## config.mk

```make
export PLATFORM = sky130hd
export DESIGN_NAME = cpStandbyDrain
export DESIGN_NICKNAME = d
export VERILOG_FILES = /design/src/rtl/cpStandbyPkg.sv /design/src/rtl/cpOpDecode.sv /design/src/rtl/cpStandbyCtrl.sv /design/src/rtl/cpStandbyDrain.sv
export SDC_FILE = /design/constraint.sdc
export NUM_CORES = 1
export LEC_CHECK = 0
export ABC_AREA = 1
export BUFFER_PORTS_ARGS = -buffer_cell sky130_fd_sc_hd__buf_2
export CAP_MARGIN = 20
export CORE_AREA = 2 2 39 41
export CTS_BUF_LIST = sky130_fd_sc_hd__clkbuf_16
export DETAILED_ROUTE_END_ITERATION = 8
export DIE_AREA = 0 0 41 43
export GPL_TIMING_DRIVEN = 0
export PLACE_DENSITY = 0.68
export SLEW_MARGIN = 20
export SYNTH_ARGS = -nofsm -noshare
export SYNTH_HDL_FRONTEND = slang
export SYNTH_SLANG_ARGS = --single-unit
```

## constraint.sdc

```tcl
create_clock -name clk -period 1.1 [get_ports clk]
set_input_delay 0.165 -clock clk [delete_from_list [all_inputs] [get_ports clk]]
set_output_delay 0.165 -clock clk [all_outputs]
set_load 0.02 [all_outputs]
```

## src/rtl/cpStandbyPkg.sv

```systemverilog
package cpStandbyPkg;

  typedef enum logic [1:0] {
    ST_RUN   = 2'd0,
    ST_SLEEP = 2'd1,
    ST_DRAIN = 2'd2
  } ctlState_t;

  // Strobes handed from the decode datapath to the control FSM
  typedef struct packed {
    logic wfiHit;    // sleep encoding (either form) written
    logic drainHit;  // drain encoding written
    logic intWake;   // an interrupt line is low, masks ignored
    logic dbgWake;   // debug request gated by debug enable
    logic intTake;   // a low interrupt line is unmasked
  } opStrobes_t;

endpackage

```

## src/rtl/cpOpDecode.sv

```systemverilog
module cpOpDecode
  import cpStandbyPkg::*;
#(
  parameter int CRN_W     = 4,
  parameter int CRM_W     = 4,
  parameter int OP2_W     = 3,
  parameter bit LEGACY_EN = 1'b1
) (
  input  logic             cpWrEn,
  input  logic [CRN_W-1:0] cpCrn,
  input  logic [CRM_W-1:0] cpCrm,
  input  logic [OP2_W-1:0] cpOp2,
  input  logic             fiqN,
  input  logic             irqN,
  input  logic             fiqMask,
  input  logic             irqMask,
  input  logic             extDbgReq,
  input  logic             dbgCtrlReq,
  input  logic             dbgEnable,
  output opStrobes_t       strobes
);

  localparam logic [CRN_W-1:0] SYS_CRN    = CRN_W'(7);
  localparam logic [CRM_W-1:0] SLEEP_CRM  = CRM_W'(0);
  localparam logic [OP2_W-1:0] SLEEP_OP2  = OP2_W'(4);
  localparam logic [CRM_W-1:0] DRAIN_CRM  = CRM_W'(10);
  localparam logic [OP2_W-1:0] DRAIN_OP2  = OP2_W'(4);
  localparam logic [CRN_W-1:0] ALIAS_CRN  = CRN_W'(15);
  localparam logic [CRM_W-1:0] ALIAS_CRM  = CRM_W'(8);
  localparam logic [OP2_W-1:0] ALIAS_OP2  = OP2_W'(2);

  logic primaryHit;
  logic aliasHit;
  logic drainMatch;

  assign primaryHit = (cpCrn == SYS_CRN) && (cpCrm == SLEEP_CRM) && (cpOp2 == SLEEP_OP2);
  assign drainMatch = (cpCrn == SYS_CRN) && (cpCrm == DRAIN_CRM) && (cpOp2 == DRAIN_OP2);

  generate
    if (LEGACY_EN) begin : g_alias
      assign aliasHit = (cpCrn == ALIAS_CRN) && (cpCrm == ALIAS_CRM) && (cpOp2 == ALIAS_OP2);
    end else begin : g_noAlias
      assign aliasHit = 1'b0;
    end
  endgenerate

  logic fiqLow;
  logic irqLow;
  assign fiqLow = ~fiqN;
  assign irqLow = ~irqN;

  always_comb begin
    strobes          = '0;
    strobes.wfiHit   = cpWrEn && (primaryHit || aliasHit);
    strobes.drainHit = cpWrEn && drainMatch;
    strobes.intWake  = fiqLow || irqLow;
    strobes.dbgWake  = dbgEnable && (extDbgReq || dbgCtrlReq);
    strobes.intTake  = (fiqLow && !fiqMask) || (irqLow && !irqMask);
  end

endmodule

```

## src/rtl/cpStandbyCtrl.sv

```systemverilog
module cpStandbyCtrl
  import cpStandbyPkg::*;
(
  input  logic       clk,
  input  logic       rst,
  input  opStrobes_t strobes,
  input  logic       wbEmpty,
  output logic       coreClkEn,
  output logic       pipeStall,
  output logic       dbgEntryReq,
  output logic       wakeIntTaken
);

  ctlState_t state;
  ctlState_t stateNext;
  logic      anyWake;
  logic      exitWake;

  assign anyWake = strobes.intWake || strobes.dbgWake;

  always_comb begin
    stateNext = state;
    exitWake  = 1'b0;
    case (state)
      ST_RUN: begin
        if (strobes.wfiHit) begin
          if (anyWake) exitWake = 1'b1;
          else         stateNext = ST_SLEEP;
        end else if (strobes.drainHit && !wbEmpty) begin
          stateNext = ST_DRAIN;
        end
      end
      ST_SLEEP: begin
        if (anyWake) begin
          exitWake  = 1'b1;
          stateNext = ST_RUN;
        end
      end
      ST_DRAIN: begin
        if (wbEmpty) stateNext = ST_RUN;
      end
      default: stateNext = ST_RUN;
    endcase
  end

  always_ff @(posedge clk) begin
    if (rst) begin
      state        <= ST_RUN;
      dbgEntryReq  <= 1'b0;
      wakeIntTaken <= 1'b0;
    end else begin
      state        <= stateNext;
      dbgEntryReq  <= exitWake && strobes.dbgWake;
      wakeIntTaken <= exitWake && strobes.intTake;
    end
  end

  assign coreClkEn = (state != ST_SLEEP);
  assign pipeStall = (state == ST_DRAIN);

  AST_SLEEP_ENTRY: assert property (@(posedge clk) disable iff (rst)
    (coreClkEn && !pipeStall && strobes.wfiHit && !strobes.intWake && !strobes.dbgWake) |=> !coreClkEn);
  AST_SLEEP_HOLD: assert property (@(posedge clk) disable iff (rst)
    (!coreClkEn && !strobes.intWake && !strobes.dbgWake) |=> !coreClkEn);
  AST_NO_STALL_ASLEEP: assert property (@(posedge clk) disable iff (rst)
    !(pipeStall && !coreClkEn));
  AST_INT_WAKE: assert property (@(posedge clk) disable iff (rst)
    (!coreClkEn && strobes.intWake) |=> coreClkEn);
  AST_DBG_PULSE: assert property (@(posedge clk) disable iff (rst)
    dbgEntryReq |-> coreClkEn);
  AST_DBG_ONE_CYCLE: assert property (@(posedge clk) disable iff (rst)
    dbgEntryReq |=> !dbgEntryReq);
  AST_DRAIN_HOLD: assert property (@(posedge clk) disable iff (rst)
    (pipeStall && !wbEmpty) |=> pipeStall);
  AST_DRAIN_DONE: assert property (@(posedge clk) disable iff (rst)
    (pipeStall && wbEmpty) |=> !pipeStall);
  AST_EMPTY_NO_STALL: assert property (@(posedge clk) disable iff (rst)
    (coreClkEn && !pipeStall && strobes.drainHit && wbEmpty) |=> !pipeStall);
  AST_NO_LOST_CYCLE: assert property (@(posedge clk) disable iff (rst)
    (coreClkEn && !pipeStall && strobes.wfiHit && (strobes.intWake || strobes.dbgWake)) |=> coreClkEn);

endmodule

```

## src/rtl/cpStandbyDrain.sv

```systemverilog
module cpStandbyDrain
  import cpStandbyPkg::*;
#(
  parameter int CRN_W     = 4,
  parameter int CRM_W     = 4,
  parameter int OP2_W     = 3,
  parameter bit LEGACY_EN = 1'b1
) (
  input  logic             clk,
  input  logic             rst,
  input  logic             cpWrEn,
  input  logic [CRN_W-1:0] cpCrn,
  input  logic [CRM_W-1:0] cpCrm,
  input  logic [OP2_W-1:0] cpOp2,
  input  logic             fiqN,
  input  logic             irqN,
  input  logic             fiqMask,
  input  logic             irqMask,
  input  logic             extDbgReq,
  input  logic             dbgCtrlReq,
  input  logic             dbgEnable,
  input  logic             wbEmpty,
  output logic             coreClkEn,
  output logic             pipeStall,
  output logic             dbgEntryReq,
  output logic             wakeIntTaken
);

  opStrobes_t strobes;

  cpOpDecode #(
    .CRN_W     (CRN_W),
    .CRM_W     (CRM_W),
    .OP2_W     (OP2_W),
    .LEGACY_EN (LEGACY_EN)
  ) i_decode (
    .cpWrEn     (cpWrEn),
    .cpCrn      (cpCrn),
    .cpCrm      (cpCrm),
    .cpOp2      (cpOp2),
    .fiqN       (fiqN),
    .irqN       (irqN),
    .fiqMask    (fiqMask),
    .irqMask    (irqMask),
    .extDbgReq  (extDbgReq),
    .dbgCtrlReq (dbgCtrlReq),
    .dbgEnable  (dbgEnable),
    .strobes    (strobes)
  );

  cpStandbyCtrl i_ctrl (
    .clk          (clk),
    .rst          (rst),
    .strobes      (strobes),
    .wbEmpty      (wbEmpty),
    .coreClkEn    (coreClkEn),
    .pipeStall    (pipeStall),
    .dbgEntryReq  (dbgEntryReq),
    .wakeIntTaken (wakeIntTaken)
  );

endmodule

```

* After elaboration in Yosys (flattened, before gate mapping)
Index checks and enable logic that the tools add are counted.
** Word-level totals
- Bits in registers :: 4
- Output and inout bits :: 4
** Operators by class
- Eq/ne operators :: 13
- Muxes and demuxes :: 9
- Bitwise operators :: 2
- Reductions and logical operators :: 25
** Operators by type and width (count)
- 1-bit logical AND :: 14
- 4-bit == test (second input constant) :: 3
- 2-bit 2-to-1 mux :: 5
- 2-bit case mux with 3 select lines :: 1
- 1-bit logical OR :: 5
- 4-bit by 3-bit == test with 1-bit output (second input constant) :: 1
- 4-bit zero test :: 1
- 2-bit by 1-bit inequality test with 1-bit output (second input constant) :: 2
- 4-bit AND reduction :: 1
- 3-bit by 2-bit == test with 1-bit output (second input constant) :: 1
- 3-bit == test (second input constant) :: 1
- 1-bit zero test :: 3
- 3-bit by 1-bit inequality test with 1-bit output (second input constant) :: 1
- 3-bit inequality test (second input constant) :: 1
- 2-bit by 1-bit == test with 1-bit output (second input constant) :: 1
- 2-bit == test (second input constant) :: 1
- 2-bit zero test :: 1
- 1-bit 2-to-1 mux :: 2
- 2-bit inequality test (second input constant) :: 1
- 1-bit inverter :: 2
- 1-bit case mux with 2 select lines :: 1

* Depth between registers and ports, before layout
Gate-level depths: netlist of the first run.
- Word-level depth :: 8
- Mapped depth :: 9
- Mapped depth without buffers :: 9

* Modules after synthesis
From an unflattened synthesis of the first run, not the netlist that was laid out.
** Unflattened totals
- Cell total of the unflattened synthesis :: 70
- Area total of the unflattened synthesis :: 390.4 um2
** Modules (own cells, without submodules)
- cpStandbyCtrl :: instances 1, cells an instance 40, area each 251.5 um2
- cpOpDecode :: instances 1, cells an instance 30, area each 138.9 um2

* Worst setup path before layout of the first run
No wires, ideal clock.
- Path kind :: register to register
- From :: reg i_ctrl.state[1]
- To :: reg i_ctrl.state[1]
- Setup time :: 66 ps
- Data arrival time :: 1033 ps
- Data required time :: 1034 ps
- Path slack :: 1 ps
- Cell stages (with the launch flop) :: 9
- Buffers on the path :: 0
- Clock period less this slack :: 1099 ps
- Cells stage by stage :: dfxtp_1 > inv_2 > nor2_2 > nand2_1 > nand2_2 > inv_2 > nand3_2 > nand2_2 > a21oi_2
** Between the ends
- Cells in the longest elaborated chain, start to end :: 3
- Elaborated cells between the ends (all ways) :: 9
- Classes of those cells :: eq/ne (6); mux (1); reduce/logical (2)
** RTL lines
- from (decl) :: line cpStandbyCtrl.sv:14 : ctlState_t state;
- from (signal assigned) :: line cpStandbyCtrl.sv:52 : state <= stateNext;
- 2-bit == test *
- named net pipeStall :: line cpStandbyDrain.sv:24 : output logic pipeStall,
- 2-bit inequality test (no line)
- 4-bit AND reduction (no line)
Mark *: on every way through the listed nets, which the timed path passes. The rest lies on a longest branch.
A chain may end at the register's enable or synchronous reset.

* Worst setup path in the final report of the first run
- From :: reg i_ctrl.state[0]
- To :: out coreClkEn
** Between the ends
- Cells in the longest elaborated chain, start to end :: 1
** RTL lines
- 2-bit by 1-bit inequality test with 1-bit output :: line cpStandbyCtrl.sv:58 : assign coreClkEn = (state != ST_SLEEP);
- to (decl) :: line cpStandbyDrain.sv:23 : output logic coreClkEn,
Every way passes these cells.

==> impl_metrics.toml, run 1 <==
[cells_and_area]
syn_to_final_growth_pct = 50.5
antenna_cells = 0
drive_gt1_share_pct = 37.7
nets = 138
fin_util_pct = 50.9

[clock_tree]
tritoncts = "built"
cts_made_buffers = 3
clkLatencyLatePin_ns = 0.22
htreeDepth = 1
root_buffer = "clkbuf_16"
clkSinkCount = 4
clk_pin_slew_worst_paths_ns = 0.03
cts_setup_buffers = 0
clockBufferDepth = 2

[synthesis]
synthesis.area_sq_um = 468
syn_inst = 86
synth-seq-cells = 4
syn-num-nets = 108
synth_cell_types = 16
ys_seq_area_share_pct = 17.1
yosys_warnings = 0
syn_area_per_cell_sq_um = 5.44

[routing]
drtIter0Drc = 20
drc_errors = 0
drt_pass1_iterations = 4
wl_per_cell_um = 9.46
finalWirelength_um = 1230
ant_nets = 0
via_per_inst = 4.49
via_count = 584

[sta]
slew_headroom_pct = 86.3
drv_slew = 0
setup_violations = 0
max_freq_mhz = 909
timing_worst_slew_pin_value_ns = 0.203
layout_setup_ws_ns = 0.000421
period_share_pct = 100
fin_skew_ns = 0.00212
hold_violations = 0
rsz0062_at_grt = "yes"
period_needed_ns = 1.10

[critical_path]
reg2reg_depth = 8
end_kind = "output pin"
crit_start = "i_ctrl.state[0]"
worstPathBufferInverterCount = 3
crit_path_top_delay_cell = "dfxtp_4"
crit_required_ns = 0.94
cp_num_cells = 4
path_delay_family = "flip-flops"
start_kind = "register"
crit_chain = "inv_2 -> nor2_4 -> inv_1 -> buf_2"
crit_end = "coreClkEn"
critPathArrivalTime_ns = 0.93
critical-path-max-stage-delay_ns = 0.35
crit_fanout = 4
rrSetupSlack_ns = 0.06
regToRegStartpoint = "i_ctrl.state[0]"
crit_type = "register to output pin"
rr_endpoint = "i_ctrl.state[1]"

[floorplanning]
io_pins = 26
coreArea_sq_um = 1380
dieHeight_um = 43
start_util_pct = 33.8
die_w_um = 41
placementRows = 14
dieArea_sq_um = 1760

[power_and_ir_drop]
power.density_nw_per_um2 = 1230
vdd_drop_max_mv = 0.870
leakage_nw = 0.384

[grt]
grt_pass1_vias = 541
grt_pass1_wl_um = 1910
grt-ovfl-total = 0
antenna_found_initial = 0
grt_max_degree = 6
track_usage_pct = 15.9

[hold_path]
hp-class = "input port to register"

[status]
status = "completed"

[place]
place_ws_ns = -0.0147
gp_congestion = 0.754
portBuffers = 25
place_hpwl_um = 973

[job]
max_cap_violations = 0
## worst register-to-register path: cells and delay by family, from the launching register on
| family | cells | cell delay (ns) |
|---|---|---|
| buffers and inverters | 2 | 0.10 |
| AND/OR/NAND/NOR | 5 | 0.43 |
| flip-flops | 1 | 0.35 |
| AO/OA/AOI/OAI | 1 | 0.09 |
## sequential cells by signal, summed over array words and instances (netlist names)
name                 flops
i_ctrl.dbgEntryReq       1
i_ctrl.state             2
i_ctrl.wakeIntTaken      1
## cells in the mapped netlist, drive strengths merged
cell | count | area [sq um]
nand2 | 23 | 91.3
nor2 | 21 | 86.3
inv | 17 | 63.8
nand3 | 8 | 50.1
nand4 | 5 | 37.5
a21oi | 4 | 23.8
dfxtp | 4 | 80.1
nor3 | 2 | 10.0
o21ai | 1 | 16.3
o22a | 1 | 8.76
## cell families after synthesis
logic type / after synthesis / synth area share [%]
buffers and inverters: 17 / 13.6
AO/OA/AOI/OAI: 6 / 10.4
AND/OR/NAND/NOR: 59 / 58.8
flip-flops: 4 / 17.1
## per-layer routing
metal | share of wire (%) | up-vias | track usage, % | routed length, um
met3 | 9.3 | 2 | 4.19 | 115
met5 | 0 | - | 0 | 0
met4 | 0.65 | 0 | 8.67 | 8
li1 | - | 324 | - | -
met1 | 44 | 232 | 16.0 | 542
met2 | 46 | 26 | 27.5 | 563
## area by class of cell
cell class | count | area (sq um)
Timing Repair Buffer | 25 | 131
Multi-Input combinational cell | 65 | 329
Clock buffer | 3 | 75.1
Fill cell | 143 | 679
Inverter | 17 | 63.8
Tap cell | 16 | 20.0
Sequential cell | 4 | 85.1
## where the power goes
group          total [mW]  leakage (nW)  switching, mW  internal (mW)
sequential          0.151        0.0335        0.00371          0.147
combinational       0.145         0.313         0.0829         0.0622
clock               0.569        0.0370          0.104          0.465
## through the flow
step                      TNS (ns)  instances  hold slack (ns)  instance area [sq um]  total power [mW]
final                            0        130            0.110                    704             0.865
after global routing       -0.0715        130            0.116                    704             0.900
after CTS                 -0.00888        130            0.111                    696             0.872
after detailed placement   -0.0147        127            0.348                    613             0.293
after global placement           0        127            0.351                    613             0.291
after floorplan                  0         86            0.234                    468             0.228
## worst min path at each step
stage,from,endpoint,cells after the start
after global routing,rst,i_ctrl.state[0],2
final,rst,i_ctrl.state[0],2
after detailed placement,rst,i_ctrl.state[0],2
after CTS,rst,i_ctrl.state[0],2
after global placement,rst,i_ctrl.state[0],2
after floorplan,rst,i_ctrl.state[0],1
## repair_timing
item / 4_1_cts / 5_1_grt
resized for setup: 3 / 3
hold buffers: 0 / 0
pin swaps: 0 / 0
endpoints found under the setup margin: 4 / 4
## placed cells by master, fill, tap and decap left out
| cell type | n |
|---|---|
| buf_2 | 24 |
| nand2_1 | 21 |
| nor2_1 | 18 |
| inv_1 | 14 |
| nand3_1 | 6 |
| nand4_1 | 4 |
| inv_2 | 3 |
| a21oi_1 | 3 |
| clkbuf_16 | 3 |
| nor2_2 | 2 |
| nand3_2 | 2 |
| nor3_1 | 2 |
| nand2_2 | 2 |
| dfxtp_1 | 2 |
| nor2_4 | 1 |
| o21ai_4 | 1 |
| nand4_2 | 1 |
| a21oi_2 | 1 |
| o22a_1 | 1 |
| dfxtp_4 | 1 |
| dfxtp_2 | 1 |
| buf_6 | 1 |
Power figures use the tool's default switching activity.
==> run 2: changes to the inputs <==
ABC_AREA = default   (was 1)
PLACE_DENSITY = default   (was 0.68)
==> run 2 against run 1 <==
The flow now finishes with violations (setup timing). Worst setup slack worse by 0.27 ns. Sequential power fell by 5%. Clock-buffer cell count is the same. Total power shrank 8.4%. Flip-flop and latch count is the same. Register-to-register slack got worse by 0.32 ns. Critical endpoint is now i_ctrl.wakeIntTaken. Largest power group unchanged.
==> impl_metrics.toml, run 2 <==
[critical_path]
crit_path_top_delay_cell = "or4b_4"
path_delay_family = "simple AND/OR/NAND/NOR gates"
critical-path-max-stage-delay_ns = 0.54
end_kind = "register"
crit_fanout = 2
rrSetupSlack_ns = -0.26
crit_required_ns = 1.26
crit_type = "input port to register"
crit_chain = "buf_6 -> or4b_4 -> a21oi_4 -> a41oi_2 -> or3_4 -> nor2_1"
start_kind = "input port"
critPathArrivalTime_ns = 1.53
worstPathBufferInverterCount = 1

[floorplanning]
die_w_um = 41
io_pins = 26
coreArea_sq_um = 1380
placementRows = 14
dieHeight_um = 43
dieArea_sq_um = 1760
start_util_pct = 21.5

[cells_and_area]
syn_to_final_growth_pct = 103
largest_registers = "i_ctrl.state (2), i_ctrl.dbgEntryReq (1), i_ctrl.wakeIntTaken (1)"
antenna_cells = 0
final_common_cell = "buf_2"
mostFrequentLayoutCells = "22 x buf_2, 5 x nor2_1, 3 x clkbuf_16, 3 x buf_4"
largest-register = "i_ctrl.state"
nets = 89
largest_reg_flops = 2
drive_gt1_share_pct = 64.6
fin_cells = 81
fin_area_sq_um = 604
fin_util_pct = 43.7

[routing]
drc_errors = 0
drt_pass1_iterations = 2
via_per_inst = 4.96
via_count = 402
finalWirelength_um = 960
wl_per_cell_um = 11.9
ant_nets = 0
drtIter0Drc = 3

[sta]
slew_headroom_pct = 78.4
drv_slew = 0
period_share_pct = 124
setup_violations = 4
timing_worst_slew_pin_value_ns = 0.322
fin_skew_ns = 0.00255
period_needed_ns = 1.36
hold_violations = 0
layout_setup_ws_ns = -0.265
rsz0062_at_grt = "yes"
max_freq_mhz = 733

[status]
status = "complete, but fails checks"
violations = "setup timing"

[job]
max_cap_violations = 0

[synthesis]
yosys-top-cells-count = "6 x nor2_1, 4 x dfxtp_1"
yosysTopAreaCell = "dfxtp_1"
synth_cell_types = 23
syn_inst = 35
yosysTopAreaCellShare_pct = 26.9
yosys-top-cells-area = "dfxtp_1 27%, nor2_1 7.6%, o211a_1 6.7%"
ys.flop_type = "dfxtp_1"
yosys_warnings = 0
synth-seq-cells = 4
synth-edff-count = 0
syn_area_per_cell_sq_um = 8.51
ys_seq_area_share_pct = 26.9
ys_async_sr_fraction_pct = 0
synth.most_common_cell = "nor2_1"
synthesis.area_sq_um = 298
syn-num-nets = 57

[grt]
grt_max_degree = 7
met1_usage_pct = 12.8
grt_pass1_wl_um = 1300
grt_pass1_vias = 324
track_usage_pct = 10.8
antenna_found_initial = 0
grt_use_met2_pct = 16.6
gr-usage-met3_pct = 3.14
grt-busiest-layer = "met2"
grt-ovfl-total = 0

[power_and_ir_drop]
power.density_nw_per_um2 = 1310
vdd_drop_max_mv = 0.419
leakage_nw = 0.276

[place]
placed_cells = 76
dpl_cell_area_sq_um = 450
place_hpwl_um = 636
place_ws_ns = -0.527
portBuffers = 25
gp_congestion = 0.721

[clock_tree]
clkSinkCount = 4
clkLatencyLatePin_ns = 0.22
clk_pin_slew_worst_paths_ns = 0.03
root_buffer = "clkbuf_16"
cts_made_buffers = 3
clockBufferDepth = 2
tritoncts = "built"
htreeDepth = 1

[hold_path]
hp-class = "input port to register"
## run 2: cell count changes in the layout (fill, tap and decap cells not counted), sizes merged, moves of 5 or more
| cell | previous run | this run |
|---|---|---|
| nand4 | 5 | 0 |
| nor2 | 21 | 6 |
| nand2 | 23 | 2 |
| inv | 17 | 0 |
| nand3 | 8 | 0 |
## run 2: timing repair
| action | CTS | global route |
|---|---|---|
| pin swaps | 2 | 5 |
| hold buffers | 0 | 0 |
| endpoints found under the setup margin | 5 | 4 |
| resized for setup | 9 | 5 |
| setup buffers | 0 | 2 |
## run 2: layout make-up
cell class | instances | area, sq um
Tap cell | 16 | 20.0
Sequential cell | 4 | 85.1
Fill cell | 131 | 779
Timing Repair Buffer | 27 | 155
Clock buffer | 3 | 75.1
Multi-Input combinational cell | 31 | 269
## run 2: per-stage QoR
stage	hold WS (ns)	setup TNS, ns	total power [mW]
final	0.140	-0.830	0.792
after global routing	0.148	-1.06	0.823
after CTS	0.124	-0.787	0.794
after detailed placement	0.359	-1.56	0.216
after global placement	0.363	-1.59	0.215
after floorplan	0.234	-0.930	0.168
## run 2: worst paths after layout
check / startpoint / to / cells after the start
max: cpCrn[3] / i_ctrl.wakeIntTaken / 6
min: rst / i_ctrl.state[1] / 2
max reg2reg: i_ctrl.state[1] / i_ctrl.state[0] / 5
min reg2reg: i_ctrl.state[1] / i_ctrl.dbgEntryReq / 2
## run 2: logic make-up (layout without fill, tap and decap cells)
group	after synthesis	count (layout)	share of synthesized area [%]
flops	4	4	26.9
compound gates	11	11	29.4
buf+inv	0	30	0
simple gates	20	20	43.7
## run 2: metal layers
| layer | vias up | wire length [um] |
|---|---|---|
| met5 | - | 0 |
| met4 | 0 | 31 |
| met3 | 4 | 44 |
| met2 | 12 | 524 |
| met1 | 184 | 358 |
| li1 | 202 | - |
## run 2: power breakdown
| part | internal [mW] | leakage, nW | switching (mW) |
|---|---|---|---|
| Combinational | 0.0489 | 0.206 | 0.0359 |
| Sequential | 0.144 | 0.0335 | 0.0000404 |
| Clock | 0.464 | 0.0370 | 0.0995 |
==> run 3: changes to the inputs <==
ABC_AREA = 1   (was default)
PLACE_DENSITY = 0.66   (was default)
SLEW_MARGIN = 5   (was 20)
clock period = 1.3 ns   (was 1.1 ns; I/O delays follow)
==> run 3 against run 2 <==
The run now ends clean. Cell count up 60%. Clock skew down 0.0020 ns. Total power down 8.4%. Clock power down 15%. Combinational power up 40%. Worst setup slack better by 0.40 ns. Final area up 14%. Flip-flop and latch count unchanged. Wire length up 23%. Die area unchanged. Sequential share of layout area down 2.4 points. Critical endpoint is now coreClkEn.
==> impl_metrics.toml, run 3 (synthesis results as in run 1) <==
[status]
status = "completed"

[grt]
antenna_found_initial = 0
track_usage_pct = 15.6
grt-ovfl-total = 0
grt_pass1_wl_um = 1920
grt_pass1_vias = 526
grt_max_degree = 6

[power_and_ir_drop]
leakage_nw = 0.381
clockPowerShare_pct = 65.9
vdd_drop_max_mv = 0.779
power.density_nw_per_um2 = 1060
netSwitchingFraction_pct = 21.7
power.internal_mw = 0.569
comb_power_share_pct = 16.4
switchingPower_mw = 0.157
seqPwrFrac_pct = 17.7

[sta]
rsz0062_at_grt = "no"
setup_violations = 0
timing.setup.tns_ns = 0
layout_setup_ws_ns = 0.132
period_needed_ns = 1.17
fin_skew_ns = 0.000587
timing_worst_slew_pin_value_ns = 0.221
max_freq_mhz = 856
slew_headroom_pct = 85.1
hold_violations = 0
period_share_pct = 89.9
drv_slew = 0

[place]
place_hpwl_um = 981
gp_congestion = 0.690
portBuffers = 25
dpl_cell_area_sq_um = 613
place_ws_ns = 0.172

[routing]
drtIter0Drc = 8
wl_per_cell_um = 9.08
via_per_inst = 4.65
drt_pass1_iterations = 4
drc_errors = 0
finalWirelength_um = 1180
via_count = 604
ant_nets = 0

[floorplanning]
io_pins = 26
placementRows = 14
coreArea_sq_um = 1380
dieHeight_um = 43
dieArea_sq_um = 1760
die_w_um = 41
start_util_pct = 33.8

[critical_path]
reg2reg_depth = 8
path_delay_family = "flip-flops"
crit_chain = "inv_2 -> nor2_2 -> inv_1 -> buf_2"
regToRegStartpoint = "i_ctrl.state[0]"
crit_required_ns = 1.11
end_kind = "output pin"
critical-path-max-stage-delay_ns = 0.36
worstPathBufferInverterCount = 3
crit_fanout = 4
rr_endpoint = "i_ctrl.state[1]"
crit_type = "register to output pin"
start_kind = "register"
critPathArrivalTime_ns = 0.97
crit_path_top_delay_cell = "dfxtp_1"
rrSetupSlack_ns = 0.22

[cells_and_area]
drive_gt1_share_pct = 36.0
antenna_cells = 0
largest_registers = "i_ctrl.state (2), i_ctrl.dbgEntryReq (1), i_ctrl.wakeIntTaken (1)"
largest-register = "i_ctrl.state"
fin_area_sq_um = 688
final_common_cell = "buf_2"
largest_reg_flops = 2
mostFrequentLayoutCells = "25 x buf_2, 21 x nand2_1, 18 x nor2_1"
nets = 138
syn_to_final_growth_pct = 47.1

[hold_path]
whs_path_depth = 2
hp-class = "input port to register"
min_to = "i_ctrl.state[0]"
min_from = "rst"

[clock_tree]
tritoncts = "built"
clkLatencyLatePin_ns = 0.22
clockBufferDepth = 2
clkSinkCount = 4
cts_made_buffers = 3
root_buffer = "clkbuf_16"
postCtsResizedCells = 0
htreeDepth = 1
clk_pin_slew_worst_paths_ns = 0.03
cts_setup_buffers = 0
hold_buffers = 0

[job]
max_cap_violations = 0
run 3: cell count changes in the layout (fill, tap and decap cells not counted), sizes merged, moves of 2 or more:
cell,before,now
nand2,2,23
inv,0,17
nor2,6,21
nand3,0,8
nand4,0,5
a21oi,2,4
a41oi,2,0
buf,27,25
nand2b,2,0
nor3,0,2
o211a,2,0
run 3: worst max path at each step:
stage	from	endpoint	slack, ns	cells past startpoint
floorplan	i_ctrl.state[1]	i_ctrl.state[1]	0.20	8
global placement	cpWrEn	i_ctrl.state[1]	0.20	10
detailed placement	cpWrEn	i_ctrl.state[1]	0.17	10
CTS	i_ctrl.state[0]	coreClkEn	0.12	4
global route	i_ctrl.state[0]	coreClkEn	0.06	4
finish	i_ctrl.state[0]	coreClkEn	0.13	4
run 3: stage by stage:
stage	util [%]	power [mW]	hold WS, ns	cells
after floorplan	-	0.193	0.264	86
after global routing	49.7	0.757	0.159	130
after CTS	49.7	0.737	0.136	130
after detailed placement	44.3	0.249	0.370	127
final	49.7	0.726	0.138	130
after global placement	44.3	0.246	0.368	127
run 3: power by group through the flow:
stage	Sequential (mW)	Clock [mW]	Combinational [mW]
4_1_cts	0.129	0.488	0.120
5_1_grt	0.129	0.494	0.135
6_report	0.129	0.478	0.119
3_3_place_gp	0.130	0	0.116
3_5_place_dp	0.130	0	0.119
2_1_floorplan	0.130	0	0.0634
run 3: cell type report:
cell class                      instances  area, sq um
Sequential cell                         4         80.1
Inverter                               17         63.8
Fill cell                             156          696
Clock buffer                            3         75.1
Tap cell                               16         20.0
Timing Repair Buffer                   25          125
Multi-Input combinational cell         65          324
run 3: layer usage:
metal / global-route usage (%) / up-vias / share of wire (%)
met3: 2.62 / 2 / 9.2
met1: 18.3 / 251 / 43
met4: 8.00 / 0 / 1.0
li1: - / 327 / -
met2: 25.6 / 24 / 47
met5: 0 / - / 0
